[src/rtl/panel_seq_pkg.sv]
package panel_seq_pkg;

   localparam int WORD_W    = 9;
   localparam int MAX_WORDS = 3;
   localparam int FRAME_W   = WORD_W * MAX_WORDS;
   localparam int EV_N      = 4;
   localparam int EV_W      = $clog2(EV_N);

   // Event order is also the priority order, index 0 ranking first.
   localparam int EV_PREP = 0;
   localparam int EV_ON   = 1;
   localparam int EV_OFF  = 2;
   localparam int EV_DOWN = 3;

   localparam int AT_PREP    = 0;
   localparam int AT_ON      = 15;
   localparam int AT_OFF     = 17;
   localparam int AT_DOWN    = 19;
   localparam int SCRIPT_LEN = 23;

   typedef enum logic [2:0] {
      STEP_CMD0,
      STEP_CMD1,
      STEP_CMD2,
      STEP_WAIT,
      STEP_END
   } step_kind_e;

   typedef struct packed {
      step_kind_e  kind;
      logic [7:0]  regno;
      logic [15:0] arg;
   } step_t;

   function automatic step_t mk_step(step_kind_e k, logic [7:0] r, logic [15:0] a);
      step_t s;
      s.kind  = k;
      s.regno = r;
      s.arg   = a;
      return s;
   endfunction

   function automatic step_t script_step(int idx);
      case (idx)
         0, 2, 4:  return mk_step(STEP_CMD0, 8'h00, 16'h0000);
         1, 3, 5:  return mk_step(STEP_WAIT, 8'h00, 16'h0000);
         6:        return mk_step(STEP_CMD1, 8'hB0, 16'h0017);
         7:        return mk_step(STEP_CMD1, 8'hBC, 16'h0080);
         8:        return mk_step(STEP_CMD1, 8'h3B, 16'h0000);
         9:        return mk_step(STEP_CMD1, 8'hB0, 16'h0016);
         10:       return mk_step(STEP_CMD2, 8'hB8, 16'hFFF9);
         11:       return mk_step(STEP_CMD0, 8'h11, 16'h0000);
         12:       return mk_step(STEP_CMD1, 8'hBA, 16'h0001);
         13:       return mk_step(STEP_CMD1, 8'h3A, 16'h0060);
         15:       return mk_step(STEP_CMD0, 8'h29, 16'h0000);
         17:       return mk_step(STEP_CMD0, 8'h28, 16'h0000);
         19:       return mk_step(STEP_CMD2, 8'hB8, 16'h8002);
         20:       return mk_step(STEP_CMD0, 8'h10, 16'h0000);
         21:       return mk_step(STEP_CMD1, 8'hB0, 16'h0000);
         default:  return mk_step(STEP_END,  8'h00, 16'h0000);
      endcase
   endfunction

   function automatic int event_base(logic [EV_W-1:0] ev);
      case (ev)
         2'd0:    return AT_PREP;
         2'd1:    return AT_ON;
         2'd2:    return AT_OFF;
         default: return AT_DOWN;
      endcase
   endfunction

endpackage

[src/rtl/panel_script_rom.sv]
module panel_script_rom
   import panel_seq_pkg::*;
#(
   parameter int DEPTH = SCRIPT_LEN,
   parameter int AW    = $clog2(DEPTH)
) (
   input  logic [AW-1:0] addr_i,
   output step_t         step_o
);

   if (DEPTH < SCRIPT_LEN) begin : g_depth_chk
      $error("panel_script_rom: DEPTH smaller than the script");
   end

   step_t table_w [DEPTH];

   for (genvar i = 0; i < DEPTH; i++) begin : g_row
      assign table_w[i] = script_step(i);
   end

   assign step_o = (int'(addr_i) < DEPTH) ? table_w[addr_i]
                                          : mk_step(STEP_END, 8'h00, 16'h0000);

endmodule

[src/rtl/panel_frame_tx.sv]
module panel_frame_tx
   import panel_seq_pkg::*;
#(
   parameter int SCK_HALF = 4,
   parameter int CW       = $clog2(MAX_WORDS + 1)
) (
   input  logic               clk,
   input  logic               rst_n,
   input  logic               start_i,
   input  logic [CW-1:0]      nwords_i,
   input  logic [FRAME_W-1:0] frame_i,
   output logic               fin_o,
   output logic               sclk_o,
   output logic               mosi_o,
   output logic               cs_n_o
);

   localparam int HCW = (SCK_HALF > 1) ? $clog2(SCK_HALF) : 1;
   localparam int BW  = $clog2(FRAME_W + 1);

   if (SCK_HALF < 1) begin : g_half_chk
      $error("panel_frame_tx: SCK_HALF must be at least 1");
   end

   typedef enum logic [2:0] {TX_IDLE, TX_SETUP, TX_BITS, TX_HOLD, TX_GAP} tx_state_e;

   tx_state_e          st_q;
   logic [HCW-1:0]     hcnt_q;
   logic [BW-1:0]      left_q;
   logic [FRAME_W-1:0] sh_q;
   logic               sclk_q, mosi_q, cs_n_q, fin_q;
   logic               tick;

   assign tick = (hcnt_q == '0);

   always_ff @(posedge clk or negedge rst_n) begin
      if (!rst_n) begin
         st_q   <= TX_IDLE;
         hcnt_q <= '0;
         left_q <= '0;
         sh_q   <= '0;
         sclk_q <= 1'b1;
         mosi_q <= 1'b0;
         cs_n_q <= 1'b1;
         fin_q  <= 1'b0;
      end else begin
         fin_q <= 1'b0;
         if (st_q != TX_IDLE) begin
            if (tick) hcnt_q <= HCW'(SCK_HALF - 1);
            else      hcnt_q <= hcnt_q - 1'b1;
         end
         case (st_q)
            TX_IDLE: if (start_i) begin
               cs_n_q <= 1'b0;
               sh_q   <= frame_i;
               left_q <= BW'(nwords_i) * BW'(WORD_W);
               hcnt_q <= HCW'(SCK_HALF - 1);
               st_q   <= TX_SETUP;
            end
            TX_SETUP: if (tick) begin
               sclk_q <= 1'b0;
               mosi_q <= sh_q[FRAME_W-1];
               sh_q   <= sh_q << 1;
               st_q   <= TX_BITS;
            end
            TX_BITS: if (tick) begin
               if (!sclk_q) begin
                  sclk_q <= 1'b1;
                  left_q <= left_q - 1'b1;
                  if (left_q == BW'(1)) st_q <= TX_HOLD;
               end else begin
                  sclk_q <= 1'b0;
                  mosi_q <= sh_q[FRAME_W-1];
                  sh_q   <= sh_q << 1;
               end
            end
            TX_HOLD: if (tick) begin
               cs_n_q <= 1'b1;
               st_q   <= TX_GAP;
            end
            TX_GAP: if (tick) begin
               fin_q <= 1'b1;
               st_q  <= TX_IDLE;
            end
            default: st_q <= TX_IDLE;
         endcase
      end
   end

   assign fin_o  = fin_q;
   assign sclk_o = sclk_q;
   assign mosi_o = mosi_q;
   assign cs_n_o = cs_n_q;

   AST_CLK_HIGH_UNSELECTED: assert property (@(posedge clk) disable iff (!rst_n)
      cs_n_q |-> sclk_q);
   AST_DATA_MOVES_ON_FALL: assert property (@(posedge clk) disable iff (!rst_n)
      !$stable(mosi_q) |-> $fell(sclk_q));
   AST_EDGES_ONLY_SELECTED: assert property (@(posedge clk) disable iff (!rst_n)
      $fell(sclk_q) |-> !cs_n_q);

endmodule

[src/rtl/panel_seq_ctrl.sv]
module panel_seq_ctrl
   import panel_seq_pkg::*;
#(
   parameter int WAKE_CYC = 1000,
   parameter int AW       = $clog2(SCRIPT_LEN),
   parameter int CW       = $clog2(MAX_WORDS + 1)
) (
   input  logic               clk,
   input  logic               rst_n,
   input  logic [EV_N-1:0]    req_i,
   input  logic               fault_i,
   output logic [AW-1:0]      addr_o,
   input  step_t              step_i,
   output logic               tx_start_o,
   output logic [CW-1:0]      tx_nwords_o,
   output logic [FRAME_W-1:0] tx_frame_o,
   input  logic               tx_fin_i,
   output logic               busy_o,
   output logic               done_o,
   output logic               err_o
);

   localparam int DW = $clog2(WAKE_CYC + 1);

   if (WAKE_CYC < 1) begin : g_wake_chk
      $error("panel_seq_ctrl: WAKE_CYC must be at least 1");
   end

   typedef enum logic [2:0] {S_IDLE, S_FETCH, S_SEND, S_WAIT, S_DONE} seq_state_e;

   seq_state_e         st_q;
   logic [AW-1:0]      pc_q;
   logic [EV_W-1:0]    ev_q, pick;
   logic [DW-1:0]      dly_q;
   logic               err_q, done_q, start_q;
   logic [CW-1:0]      nw_q;
   logic [FRAME_W-1:0] frame_q;
   logic               accept;

   always_comb begin
      pick = '0;
      for (int i = EV_N - 1; i >= 0; i--) begin
         if (req_i[i]) pick = EV_W'(i);
      end
   end

   assign accept = (st_q == S_IDLE) && (|req_i);

   always_ff @(posedge clk or negedge rst_n) begin
      if (!rst_n) begin
         st_q    <= S_IDLE;
         pc_q    <= '0;
         ev_q    <= '0;
         dly_q   <= '0;
         err_q   <= 1'b0;
         done_q  <= 1'b0;
         start_q <= 1'b0;
         nw_q    <= '0;
         frame_q <= '0;
      end else begin
         done_q  <= 1'b0;
         start_q <= 1'b0;
         if (st_q != S_IDLE && fault_i) err_q <= 1'b1;
         case (st_q)
            S_IDLE: if (accept) begin
               err_q <= 1'b0;
               ev_q  <= pick;
               pc_q  <= AW'(event_base(pick));
               st_q  <= S_FETCH;
            end
            S_FETCH: begin
               if (ev_q == EV_W'(EV_PREP) && err_q) begin
                  st_q <= S_DONE;
               end else begin
                  case (step_i.kind)
                     STEP_CMD0: begin
                        frame_q <= {1'b0, step_i.regno, 18'b0};
                        nw_q    <= CW'(1);
                        start_q <= 1'b1;
                        st_q    <= S_SEND;
                     end
                     STEP_CMD1: begin
                        frame_q <= {1'b0, step_i.regno, 1'b1, step_i.arg[7:0], 9'b0};
                        nw_q    <= CW'(2);
                        start_q <= 1'b1;
                        st_q    <= S_SEND;
                     end
                     STEP_CMD2: begin
                        frame_q <= {1'b0, step_i.regno, 1'b1, step_i.arg[15:8],
                                    1'b1, step_i.arg[7:0]};
                        nw_q    <= CW'(3);
                        start_q <= 1'b1;
                        st_q    <= S_SEND;
                     end
                     STEP_WAIT: begin
                        dly_q <= DW'(WAKE_CYC - 1);
                        st_q  <= S_WAIT;
                     end
                     default: st_q <= S_DONE;
                  endcase
               end
            end
            S_SEND: if (tx_fin_i) begin
               pc_q <= pc_q + 1'b1;
               st_q <= S_FETCH;
            end
            S_WAIT: begin
               if (dly_q == '0) begin
                  pc_q <= pc_q + 1'b1;
                  st_q <= S_FETCH;
               end else begin
                  dly_q <= dly_q - 1'b1;
               end
            end
            S_DONE: begin
               done_q <= 1'b1;
               st_q   <= S_IDLE;
            end
            default: st_q <= S_IDLE;
         endcase
      end
   end

   assign addr_o      = pc_q;
   assign tx_start_o  = start_q;
   assign tx_nwords_o = nw_q;
   assign tx_frame_o  = frame_q;
   assign busy_o      = (st_q != S_IDLE);
   assign done_o      = done_q;
   assign err_o       = err_q;

   AST_DONE_SINGLE: assert property (@(posedge clk) disable iff (!rst_n)
      done_q |=> !done_q);
   AST_DONE_NOT_BUSY: assert property (@(posedge clk) disable iff (!rst_n)
      done_q |-> (st_q == S_IDLE));
   AST_EVENT_HELD_BUSY: assert property (@(posedge clk) disable iff (!rst_n)
      (st_q != S_IDLE) |=> $stable(ev_q));
   AST_ERR_STICKY: assert property (@(posedge clk) disable iff (!rst_n)
      (err_q && !accept) |=> err_q);
   AST_IDLE_FAULT_IGNORED: assert property (@(posedge clk) disable iff (!rst_n)
      (!err_q && st_q == S_IDLE) |=> !err_q);

endmodule

[src/rtl/panel_cfg_sequencer.sv]
module panel_cfg_sequencer
   import panel_seq_pkg::*;
#(
   parameter int CLK_HZ   = 100_000_000,
   parameter int WAKE_US  = 1000,
   parameter int SCK_HALF = 4
) (
   input  logic clk,
   input  logic rst_n,
   input  logic req_prep,
   input  logic req_on,
   input  logic req_off,
   input  logic req_down,
   input  logic xfer_fault,
   output logic busy,
   output logic done,
   output logic error,
   output logic spi_sclk,
   output logic spi_mosi,
   output logic spi_cs_n
);

   localparam int WAKE_CYC = (CLK_HZ / 1_000_000) * WAKE_US;
   localparam int AW       = $clog2(SCRIPT_LEN);
   localparam int CW       = $clog2(MAX_WORDS + 1);

   if (CLK_HZ < 1_000_000) begin : g_clk_chk
      $error("panel_cfg_sequencer: CLK_HZ below 1 MHz gives no wake cycles");
   end

   logic [EV_N-1:0]    req_vec;
   logic [AW-1:0]      rom_addr;
   step_t              rom_step;
   logic               tx_start, tx_fin;
   logic [CW-1:0]      tx_nwords;
   logic [FRAME_W-1:0] tx_frame;

   assign req_vec = {req_down, req_off, req_on, req_prep};

   panel_script_rom #(.DEPTH(SCRIPT_LEN), .AW(AW)) u_rom (
      .addr_i (rom_addr),
      .step_o (rom_step)
   );

   panel_seq_ctrl #(.WAKE_CYC(WAKE_CYC), .AW(AW), .CW(CW)) u_ctrl (
      .clk         (clk),
      .rst_n       (rst_n),
      .req_i       (req_vec),
      .fault_i     (xfer_fault),
      .addr_o      (rom_addr),
      .step_i      (rom_step),
      .tx_start_o  (tx_start),
      .tx_nwords_o (tx_nwords),
      .tx_frame_o  (tx_frame),
      .tx_fin_i    (tx_fin),
      .busy_o      (busy),
      .done_o      (done),
      .err_o       (error)
   );

   panel_frame_tx #(.SCK_HALF(SCK_HALF), .CW(CW)) u_tx (
      .clk      (clk),
      .rst_n    (rst_n),
      .start_i  (tx_start),
      .nwords_i (tx_nwords),
      .frame_i  (tx_frame),
      .fin_o    (tx_fin),
      .sclk_o   (spi_sclk),
      .mosi_o   (spi_mosi),
      .cs_n_o   (spi_cs_n)
   );

   AST_FRAME_WITHIN_BUSY: assert property (@(posedge clk) disable iff (!rst_n)
      !spi_cs_n |-> busy);
   AST_NO_START_WHILE_SELECTED: assert property (@(posedge clk) disable iff (!rst_n)
      tx_start |-> spi_cs_n);

endmodule

[config.mk]
export PLATFORM = sky130hd
export DESIGN_NAME = panel_cfg_sequencer
export DESIGN_NICKNAME = d
export VERILOG_FILES = /design/src/rtl/panel_seq_pkg.sv /design/src/rtl/panel_script_rom.sv /design/src/rtl/panel_frame_tx.sv /design/src/rtl/panel_seq_ctrl.sv /design/src/rtl/panel_cfg_sequencer.sv
export SDC_FILE = /design/constraint.sdc
export NUM_CORES = 1
export LEC_CHECK = 0
export BUFFER_PORTS_ARGS = -buffer_cell sky130_fd_sc_hd__buf_2
export CAP_MARGIN = 20
export CORE_UTILIZATION = 44
export CTS_BUF_LIST = sky130_fd_sc_hd__clkbuf_16
export DETAILED_ROUTE_END_ITERATION = 10
export PLACE_DENSITY = 0.58
export SLEW_MARGIN = 20
export SYNTH_ARGS = -nofsm -noshare
export SYNTH_HDL_FRONTEND = slang
export SYNTH_SLANG_ARGS = --single-unit
export TNS_END_PERCENT = 50
[constraint.sdc]
create_clock -name clk -period 3.31 [get_ports clk]
set_clock_uncertainty 0.05 [all_clocks]
set_input_delay 0.4965 -clock clk [delete_from_list [all_inputs] [get_ports clk]]
set_output_delay 0.4965 -clock clk [all_outputs]
set_load 0.1 [all_outputs]
After elaboration in Yosys (flattened, before gate mapping)
Memories as Yosys holds them, arrays and structs flattened. Cells that the tools add are included.

Register bits after elaboration: 100. Latch bits: 0. Memory bits (writable): 0. Memory bits (read-only): 864. Input bits: 7. Output and inout port bits: 6. Word-level logic and storage cells: 152. Memories: 1.

$add $sub $neg: 4. Multiply operators: 1. Divide/modulo/power cells: 0. Magnitude comparators: 2. Eq/ne operators: 28. Shift-type cells: 0. Multiplexer cells: 65. Bitwise logic cells: 2. Reduce and logical (&&, ||, !) cells: 32.

Memory list: (no name shown) (depth 32, bits a word 27, read ports 1, clocked after memory_dff 0, write ports 0, RTL line panel_script_rom.sv:21) `assign step_o = (int'(addr_i) < DEPTH) ? table_w[addr_i]`.

Operators by type and width (number): $mux W27 (7); $pmux W27 S3 (2); $mux W17 (3); $pmux W17 S2 (1); $mux W3 (11); $mux W5 (6); $pmux W5 S3 (2); $ne A2 B1 Y1 const B (10); $eq A3 B2 Y1 const B (6); $logic_not A17 Y1 (1); $mux W1 (17); $sub A17 B1 Y17 const B (1); $mux W2 (8); $reduce_and A4 Y1 (4); $pmux W3 S5 (1); $reduce_bool A3 Y1 (5); $pmux W3 S4 (1); $reduce_and A3 Y1 (4); $pmux W5 S2 (1); $eq A3 B1 Y1 const B (3); $logic_not A3 Y1 (3); $ne A2 B2 Y1 const B (4); $reduce_bool A2 Y1 (4); $reduce_and A7 Y1 (1); other kinds (21) (28).

Depth between registers and ports, before layout
Gate-level depths: netlist (run 1).

Word-level depth: 10. Depth in mapped cells: 8.

Cells and area by module
Synthesis (run 1) repeated with hierarchy kept, for this count alone.

Cells, all modules: 547. Area total of the unflattened synthesis: 5592.9 sq um.

Modules (own cells, without submodules): panel_seq_ctrl (times used 1, cells each 281, area each 2816.5 sq um); panel_frame_tx (times used 1, cells each 170, area each 2147.1 sq um); panel_script_rom (times used 1, cells each 96, area each 629.4 sq um).

Least setup slack after synthesis (run 1)
No wires, ideal clock.

Path type: register to register. From: register u_ctrl.pc_q[0], in the netlist u_ctrl.addr_o[0]. To: register u_ctrl.frame_q[10], in the netlist u_ctrl.tx_frame_o[10]. Setup time: 0.126 ns. Arrival time: 2.311 ns. Data required time: 3.134 ns. Path slack: 0.823 ns. Stages on the path, launching flop included: 9. Path buffers: 1. Period minus slack after synthesis: 2.487 ns. Cells stage by stage: dfrtp_1 > inv_1 > ha_1 > a22o_1 > a221oi_1 > and2_1 > o21ai_2 > clkbuf_1 > a221o_1.

Cells in the longest elaborated chain, start to end: 8. Elaborated cells between the ends (all ways): 12. Classes of those cells: order compare: 1; eq/ne: 2; mux: 4; bitwise: 1; reduce/logical: 3; memory: 1.

Ends and longest elaborated chain: from (decl) (RTL line panel_seq_ctrl.sv:32) `logic [AW-1:0] pc_q;`; from (signal assigned) (RTL line panel_seq_ctrl.sv:68) `pc_q <= AW'(event_base(pick));`; from (signal assigned) (RTL line panel_seq_ctrl.sv:104) `pc_q <= pc_q + 1'b1;`; from (signal assigned) (RTL line panel_seq_ctrl.sv:109) `pc_q <= pc_q + 1'b1;`; $not A5 Y6 (not written as such) (RTL line panel_script_rom.sv:21); $mem_v2 Z32 W27; $mux W27 (not written as such) (2 in series) (RTL line panel_script_rom.sv:21); $mux W27 (*) (RTL line panel_script_rom.sv:21); $eq A3 B1 Y1 (tied with other cells) (RTL line panel_seq_ctrl.sv:75) `case (step_i.kind)`; $reduce_bool A3 Y1 (no source line); $reduce_and A3 Y1 (no source line); to (signal assigned) (RTL line panel_seq_ctrl.sv:77) `frame_q <= {1'b0, step_i.regno, 18'b0};`; to (signal assigned) (RTL line panel_seq_ctrl.sv:83) `frame_q <= {1'b0, step_i.regno, 1'b1, step_i.arg[7:0], 9'b0};`; to (signal assigned) (RTL line panel_seq_ctrl.sv:89) `frame_q <= {1'b0, step_i.regno, 1'b1, step_i.arg[15:8],`; to (decl) (RTL line panel_seq_ctrl.sv:37) `logic [FRAME_W-1:0] frame_q;`.

Mark *: on every way between the ends. The rest lies on a longest branch, timed or not. The select of a mux whose other input is x is not followed. A chain may end at the register's enable or synchronous reset.

Worst setup path in the final report (run 1)
From: register u_ctrl.pc_q[0], in the netlist u_ctrl.addr_o[0]. To: register u_ctrl.st_q[0].

Cells in the longest elaborated chain, start to end: 10. Elaborated cells between the ends (all ways): 14. Classes of those cells: order compare: 1; eq/ne: 3; mux: 6; bitwise: 1; reduce/logical: 2; memory: 1.

Ends and longest elaborated chain: $not A5 Y6 (not written as such) (RTL line panel_script_rom.sv:21); $mem_v2 Z32 W27; $mux W27 (not written as such) (2 in series) (RTL line panel_script_rom.sv:21); $mux W27 (*) (RTL line panel_script_rom.sv:21); $eq A3 B1 Y1 (tied with other cells) (RTL line panel_seq_ctrl.sv:75); $reduce_or A3 Y1 (no source line); $pmux W3 S2 (*) (RTL line panel_seq_ctrl.sv:75); $mux W3 (*) (RTL line panel_seq_ctrl.sv:72) `if (ev_q == EV_W'(EV_PREP) && err_q) begin`; $pmux W3 S4 (*) (RTL line panel_seq_ctrl.sv:64) `case (st_q)`; to (signal assigned) (RTL line panel_seq_ctrl.sv:69) `st_q <= S_FETCH;`; to (signal assigned) (RTL line panel_seq_ctrl.sv:73) `st_q <= S_DONE;`; to (signal assigned) (RTL line panel_seq_ctrl.sv:80) `st_q <= S_SEND;`; to (decl) (RTL line panel_seq_ctrl.sv:31) `seq_state_e st_q;`.

Marked as above.

==> impl_metrics.env, run 1 <==
export IMPL_worstSkewPairLatency_ns=0.35
export IMPL_crit_required_ns=3.51
export IMPL_clock_path_buffers=2
export IMPL_cts_tree="yes"
export IMPL_grt_usage=0.194
export IMPL_dieArea_mm2=0.0119
export IMPL_worstReg2RegStart="u_ctrl.addr_o[0]"
export IMPL_r2r_cells=7
export IMPL_crit_top_cell="a221oi_1"
export IMPL_fin_crit_ns=2.93
export IMPL_cp_cell_sequence="inv_1 -> ha_1 -> a22o_1 -> a221oi_1 -> nand2_1 -> or3_1 -> a221oi_1"
export IMPL_hold_slack_ns=0.154
export IMPL_clk_pin_slew_ns=0.07
export IMPL_slowest_delay_ns=0.59
export IMPL_maxSlewViolCount=0
export IMPL_relSlewSlack=0.488
export IMPL_slowest_stage="or3_1"
export IMPL_postCtsHoldBufs=0
export IMPL_gp_congestion=0.859
export IMPL_critPathArrivalTime_ns=3.12
export IMPL_drt_iter0_markers=162
export IMPL_crit_end="u_ctrl.st_q[0]"
export IMPL_critical_path_class="register to register"
export IMPL_firstDrtPassIters=4
export IMPL_post_dp_cell_area_mm2=0.00527
export IMPL_port_buffer_count=12
export IMPL_r2r_end="u_ctrl.st_q[0]"
export IMPL_ys_ff_latch=95
export IMPL_synth_compound_area_share=0.175
export IMPL_antenna_found_initial=0
export IMPL_grt_max_degree=60
export IMPL_synth_nets=551
export IMPL_muxShareOfSynthArea=0.0736
export IMPL_regArea_mm2=0.00238
export IMPL_tns_ns=0
export IMPL_setup_viol=0
export IMPL_wl_um=10400
export IMPL_fillers=1056
export IMPL_diodes=0
export IMPL_drive_above_1_share=0.118
export IMPL_ir_drop_mv=0.506
export IMPL_grt_pass1_vias=3613
export IMPL_min_path_type="input port to asynchronous set/reset pin"
export IMPL_synth_cells=531
export IMPL_hold_viol_final=0
export IMPL_critPathLaunch="u_ctrl.addr_o[0]"
export IMPL_finalNonFillerCells=683
export IMPL_grt_ovfl_total=0
export IMPL_cts_resized=0
export IMPL_rsz0062_at_grt="no"
export IMPL_finalCritPeriodShare=0.885
export IMPL_fmax_mhz=341
export IMPL_cts_max_level=3
export IMPL_async_reset_ff_frac=1.00
export IMPL_r2r_setup_slack_ns=0.38
export IMPL_synth_top_area_frac=0.461
export IMPL_cts_buffers=9
export IMPL_drc=0
export IMPL_syn_area_per_cell_um2=9.51
export IMPL_synth_edf_count=0
export IMPL_worst_pin_slew_ns=0.762
export IMPL_drv_cap=0
export IMPL_start_util=0.458
export IMPL_status="finished clean"
export IMPL_end_kind="register"
export IMPL_io_pins=13
export IMPL_yosys_area_share_simple=0.187
export IMPL_synth_xor_xnor_area_share=0.0225
export IMPL_grt_pass1_wl_um=17800
export IMPL_synth_top_family_by_area="simple AND/OR/NAND/NOR gates"
export IMPL_layout_nets=558
export IMPL_leakagePower_nw=2.51
export IMPL_post_drt_via_cell_ratio=5.58
export IMPL_syn_to_final_growth_pct=10.6
export IMPL_synth_cell_types=60
export IMPL_yosysSeqAreaShare=0.471
export IMPL_ys_top_cells_by_count="93 x dfrtp_1, 72 x nor2_1, 57 x a21oi_1"
export IMPL_die_y_um=109
export IMPL_cts_root_buf="clkbuf_16"
export IMPL_synthAdderAreaFrac=0.0322
export IMPL_netlist_area_mm2=0.00505
export IMPL_synthTopCellsByArea="dfrtp_1 46%, a21oi_1 5.6%, mux2i_1 5.4%, nor2_1 5.4%, ha_1 3.2%"
export IMPL_post_synth_top_count_cell="dfrtp_1"
export IMPL_ant_nets=0
export IMPL_core_mm2=0.0110
export IMPL_cp_max_fo=11
export IMPL_die_x_um=109
export IMPL_yosysTopAreaCell="dfrtp_1"
export IMPL_wl_per_cell_um=15.2
export IMPL_clock_sinks=95
export IMPL_startpoint_type="register"
export IMPL_ys_flop_type="dfrtp_1"
export IMPL_hpwl_um=7070
export IMPL_dp_cells=667
export IMPL_power_density_mw_per_mm2=1120
export IMPL_num_vias=3808
export IMPL_multi_input_area_mm2=0.00249
export IMPL_rows=38
export IMPL_synth_yosys_warnings=0
export IMPL_cts_setup_buffers=0
export IMPL_final_area_mm2=0.00559
-- power by group --
group          internal (W)  switching, W
clock              0.000657      0.000454
combinational       0.00120       0.00178
sequential          0.00168      0.000491
total               0.00354       0.00272
-- sequential cells by signal, indices dropped and copies added, names as in the netlist --
name	flops
u_tx.mosi_o	1
u_ctrl.tx_frame_o	23
u_tx.sclk_o	1
u_tx.left_q	5
u_tx.hcnt_q	2
u_ctrl.done_o	1
u_tx.st_q	3
u_ctrl.addr_o	5
u_ctrl.tx_nwords_o	1
u_tx.cs_n_o	1
u_tx.fin_o	1
u_tx.sh_q	27
u_ctrl.ev_q	2
u_ctrl.dly_q	17
u_ctrl.st_q	3
u_ctrl.err_o	1
u_ctrl.tx_start_o	1
-- worst max-delay path: cells and delay by family, from the launching register on --
kind / cells / cell delay (ns)
and+or+nand+nor: 2 / 0.79
DFF: 1 / 0.52
adders and majority gates: 1 / 0.31
AOI/OAI and AO/OA: 3 / 0.96
buffers and inverters: 1 / 0.19
-- placed cells by master (no fill, tap or decap), types with 11 or more instances in the layout --
cell / n
a21oi_1: 57
nor3_1: 13
nor2_1: 71
dfrtp_1: 93
o21ai_0: 22
nand2_1: 34
buf_2: 11
mux2i_1: 27
ha_1: 13
inv_1: 22
buf_4: 12
-- per-layer routing --
layer / up-vias / wire (um) / part of all wire / global-route usage
li1: 1912 / - / - / -
met4: 0 / 141 / 0.014 / 0.0734
met1: 1839 / 5330 / 0.51 / 0.273
met3: 15 / 282 / 0.027 / 0.0454
met5: - / 0 / 0 / 0
met2: 42 / 4610 / 0.45 / 0.289
-- cells by family after synthesis --
group,Yosys count
xor gates and xnor gates,13
muxes,36
adders and majority gates,13
DFF,95
AOI/OAI and AO/OA,136
buffers and inverters,49
and+or+nand+nor,189
-- through the flow --
step | utilization | setup WS (ns) | total power [W]
after floorplan | - | 0.823 | 0.00452
after global placement | 0.478 | 0.501 | 0.00510
after detailed placement | 0.478 | 0.418 | 0.00517
after CTS | 0.506 | 0.397 | 0.00630
after global routing | 0.506 | 0.132 | 0.00678
final | 0.506 | 0.381 | 0.00626
-- cell type report --
| cell class | count | share of cell area |
|---|---|---|
| repair buffers | 23 | 0.0260 |
| multi-input cells | 387 | 0.446 |
| flip-flops and latches | 95 | 0.426 |
| inverters | 22 | 0.0148 |
| clock buffers | 9 | 0.0403 |
| well taps | 140 | 0.0314 |
| clock inverters | 7 | 0.0159 |
-- worst min-delay path by stage --
stage	endpoint	cells past startpoint	startpoint	slack, ns
finish	u_tx.sh_q[26]	1	rst_n	0.15
global route	u_tx.sh_q[26]	1	rst_n	0.22
CTS	u_tx.left_q[2]	1	rst_n	0.19
detailed placement	u_ctrl.tx_frame_o[12]	1	u_ctrl.tx_frame_o[12]	0.42
global placement	u_ctrl.tx_frame_o[12]	1	u_ctrl.tx_frame_o[12]	0.42
floorplan	u_ctrl.addr_o[0]	0	rst_n	0.15
No activity file was read; power rests on OpenSTA's default activity.
==> run 2: changes to the inputs <==
ABC_AREA = 1   (was not set)
==> run 2 against run 1 <==
  * The flow now finishes with violations (design-rule violations)
  * Non-clock buffer count shrank 4
  * Utilization shrank 1.2 points
  * Worst setup slack gained 0.58 ns
  * Clock power shrank 13%
  * Wire length grew 12%
  * First-iteration DRC count grew 36%
  * Register-to-register slack gained 0.58 ns
  * Power shrank 3.0%
  * Critical path type unchanged
  * Critical endpoint is now u_ctrl.dly_q[6]
  * Largest power group unchanged
==> impl_metrics.env, run 2 <==
export IMPL_status="finished with violations"
export IMPL_violations="design-rule violations"
export IMPL_pre_cts_slack_ns=1.00
export IMPL_cts_max_level=3
export IMPL_firstDrtPassIters=7
export IMPL_fillers=1168
export IMPL_drc=1
export IMPL_wl_um=11600
export IMPL_finalPower_w=0.00607
export IMPL_relSlewSlack=0.353
export IMPL_grt_pass1_vias=4287
export IMPL_ys_flop_type="dfrtp_1"
export IMPL_worstSkewPairLatency_ns=0.36
export IMPL_cts_tree="yes"
export IMPL_grt_most_used_layer="met2"
export IMPL_synth_top_area_frac=0.440
export IMPL_gp_congestion=0.907
export IMPL_critPathArrivalTime_ns=2.59
export IMPL_dp_cells=848
export IMPL_post_drt_via_cell_ratio=5.14
export IMPL_io_pins=13
export IMPL_fmax_mhz=427
export IMPL_cts_setup_buffers=0
export IMPL_power_density_mw_per_mm2=1060
export IMPL_yosysTopAreaCell="dfrtp_1"
export IMPL_diodes=0
export IMPL_synthTopCellsByArea="dfrtp_1 44%, nand2_1 17%, nor2_1 6.2%, nand3_1 4.5%, inv_1 4.0%"
export IMPL_crit_required_ns=3.55
export IMPL_gr_usage_met1=0.279
export IMPL_ys_top_cells_by_count="245 x nand2_1, 93 x dfrtp_1, 87 x nor2_1"
export IMPL_final_area_mm2=0.00572
export IMPL_async_reset_ff_frac=1.00
export IMPL_leakagePower_nw=2.84
export IMPL_synth_nets=727
export IMPL_core_mm2=0.0116
export IMPL_drv_cap=0
export IMPL_maxSlewViolCount=0
export IMPL_tns_ns=0
export IMPL_synth_edf_count=0
export IMPL_top_register="u_tx.sh_q"
export IMPL_rows=39
export IMPL_worst_pin_slew_ns=0.970
export IMPL_clock_path_buffers=2
export IMPL_layout_nets=736
export IMPL_synth_yosys_warnings=0
export IMPL_min_path_type="input port to asynchronous set/reset pin"
export IMPL_cp_max_fo=19
export IMPL_wl_per_cell_um=13.5
export IMPL_finalNonFillerCells=864
export IMPL_post_synth_top_count_cell="nand2_1"
export IMPL_ys_ff_latch=95
export IMPL_rsz0062_at_grt="no"
export IMPL_clk_pin_slew_ns=0.07
export IMPL_syn_to_final_growth_pct=7.99
export IMPL_netlist_area_mm2=0.00529
export IMPL_grtUsageMet2=0.326
export IMPL_port_buffer_count=12
export IMPL_layout_common_cells="245 x nand2_1, 93 x dfrtp_1, 87 x nor2_1, 57 x inv_1, 48 x nand3_1"
export IMPL_cts_root_buf="clkbuf_16"
export IMPL_grt_pass1_wl_um=20500
export IMPL_ir_drop_mv=0.805
export IMPL_num_vias=4438
export IMPL_synth_cell_types=35
export IMPL_syn_area_per_cell_um2=7.49
export IMPL_drt_iter0_markers=221
export IMPL_dieArea_mm2=0.0125
export IMPL_die_x_um=112
export IMPL_worst_slack_ns=0.965
export IMPL_drive_above_1_share=0.0971
export IMPL_yosysSeqAreaShare=0.450
export IMPL_ant_nets=0
export IMPL_critical_path_class="register to register"
export IMPL_clock_sinks=95
export IMPL_grt_usage=0.206
export IMPL_synth_cells=707
export IMPL_startpoint_type="register"
export IMPL_setup_viol=0
export IMPL_post_dp_cell_area_mm2=0.00545
export IMPL_fin_crit_ns=2.34
export IMPL_grt_ovfl_total=0
export IMPL_hpwl_um=8120
export IMPL_cts_buffers=9
export IMPL_start_util=0.458
export IMPL_final_common_cell="nand2_1"
export IMPL_die_y_um=112
export IMPL_grt_max_degree=77
export IMPL_hold_viol_final=0
export IMPL_cts_resized=0
export IMPL_largest_reg_flops=27
export IMPL_finalCritPeriodShare=0.708
export IMPL_end_kind="register"
export IMPL_antenna_found_initial=0
export IMPL_grt_use_met3=0.0316
export IMPL_postCtsHoldBufs=0
-- run 2: critical path, stage by stage (launching register included) --
cell     delay (ns)
dfrtp_1        0.47
inv_1          0.19
ha_1           0.20
inv_1          0.06
nor2_1         0.21
nand2_1        0.16
nand2_1        0.10
nand2_2        0.07
nand2_4        0.10
nand2_2        0.07
inv_2          0.12
nand2_8        0.13
nand2_4        0.20
nand2_1        0.09
nand2_1        0.06
-- run 2: report_power, final --
group	switching (W)	internal (W)	total, W	leakage, nW
combinational	0.00215	0.000947	0.00310	1.52
sequential	0.000359	0.00165	0.00201	1.20
clock	0.000460	0.000501	0.000961	0.124
-- run 2: path summary, 6_finish.rpt --
kind                                  start         endpoint  slack (ns)  depth (start not counted)
max                        u_ctrl.addr_o[0]  u_ctrl.dly_q[6]        0.97                         14
min                                   rst_n     u_tx.sh_q[6]        0.24                          1
max reg2reg                u_ctrl.addr_o[0]  u_ctrl.dly_q[6]        0.97                         14
min reg2reg                     u_tx.cs_n_o      u_tx.cs_n_o        0.42                          2
max in group asynchronous             rst_n      u_tx.sclk_o        2.16                          2
min in group clk                 xfer_fault     u_ctrl.err_o        0.33                          3
-- run 2: cell type report --
cell class	instances	area, um^2	area share
Clock inverter	7	40.0	0.00701
Multi-Input combinational cell	529	2540	0.445
Sequential cell	95	2380	0.416
Timing Repair Buffer	19	115	0.0201
Clock buffer	9	225	0.0394
Tap cell	143	179	0.0313
Inverter	62	235	0.0412
-- run 2: kinds of logic (layout without fill, tap and decap cells) --
family          after synthesis  in the layout  share of synthesized area
fa+ha+maj                    13             13                     0.0307
xor+xnor                     11             11                     0.0182
compound gates               79             79                     0.0844
buf+inv                      83             97                     0.0702
simple gates                426            426                      0.347
flops                        95             95                      0.450
-- run 2: through the flow --
stage / hold slack, ns / utilization
global route: 0.341 / 0.494
detailed placement: 0.412 / 0.471
CTS: 0.296 / 0.494
floorplan: 0.151 / -
finish: 0.244 / 0.494
global placement: 0.403 / 0.471
-- run 2: routing by layer --
layer,routed length [um],share of wire,vias to the layer above
met2,5330,0.46,44
met3,242,0.021,13
met4,223,0.019,0
li1,-,-,2274
met5,0,0,-
met1,5850,0.50,2107
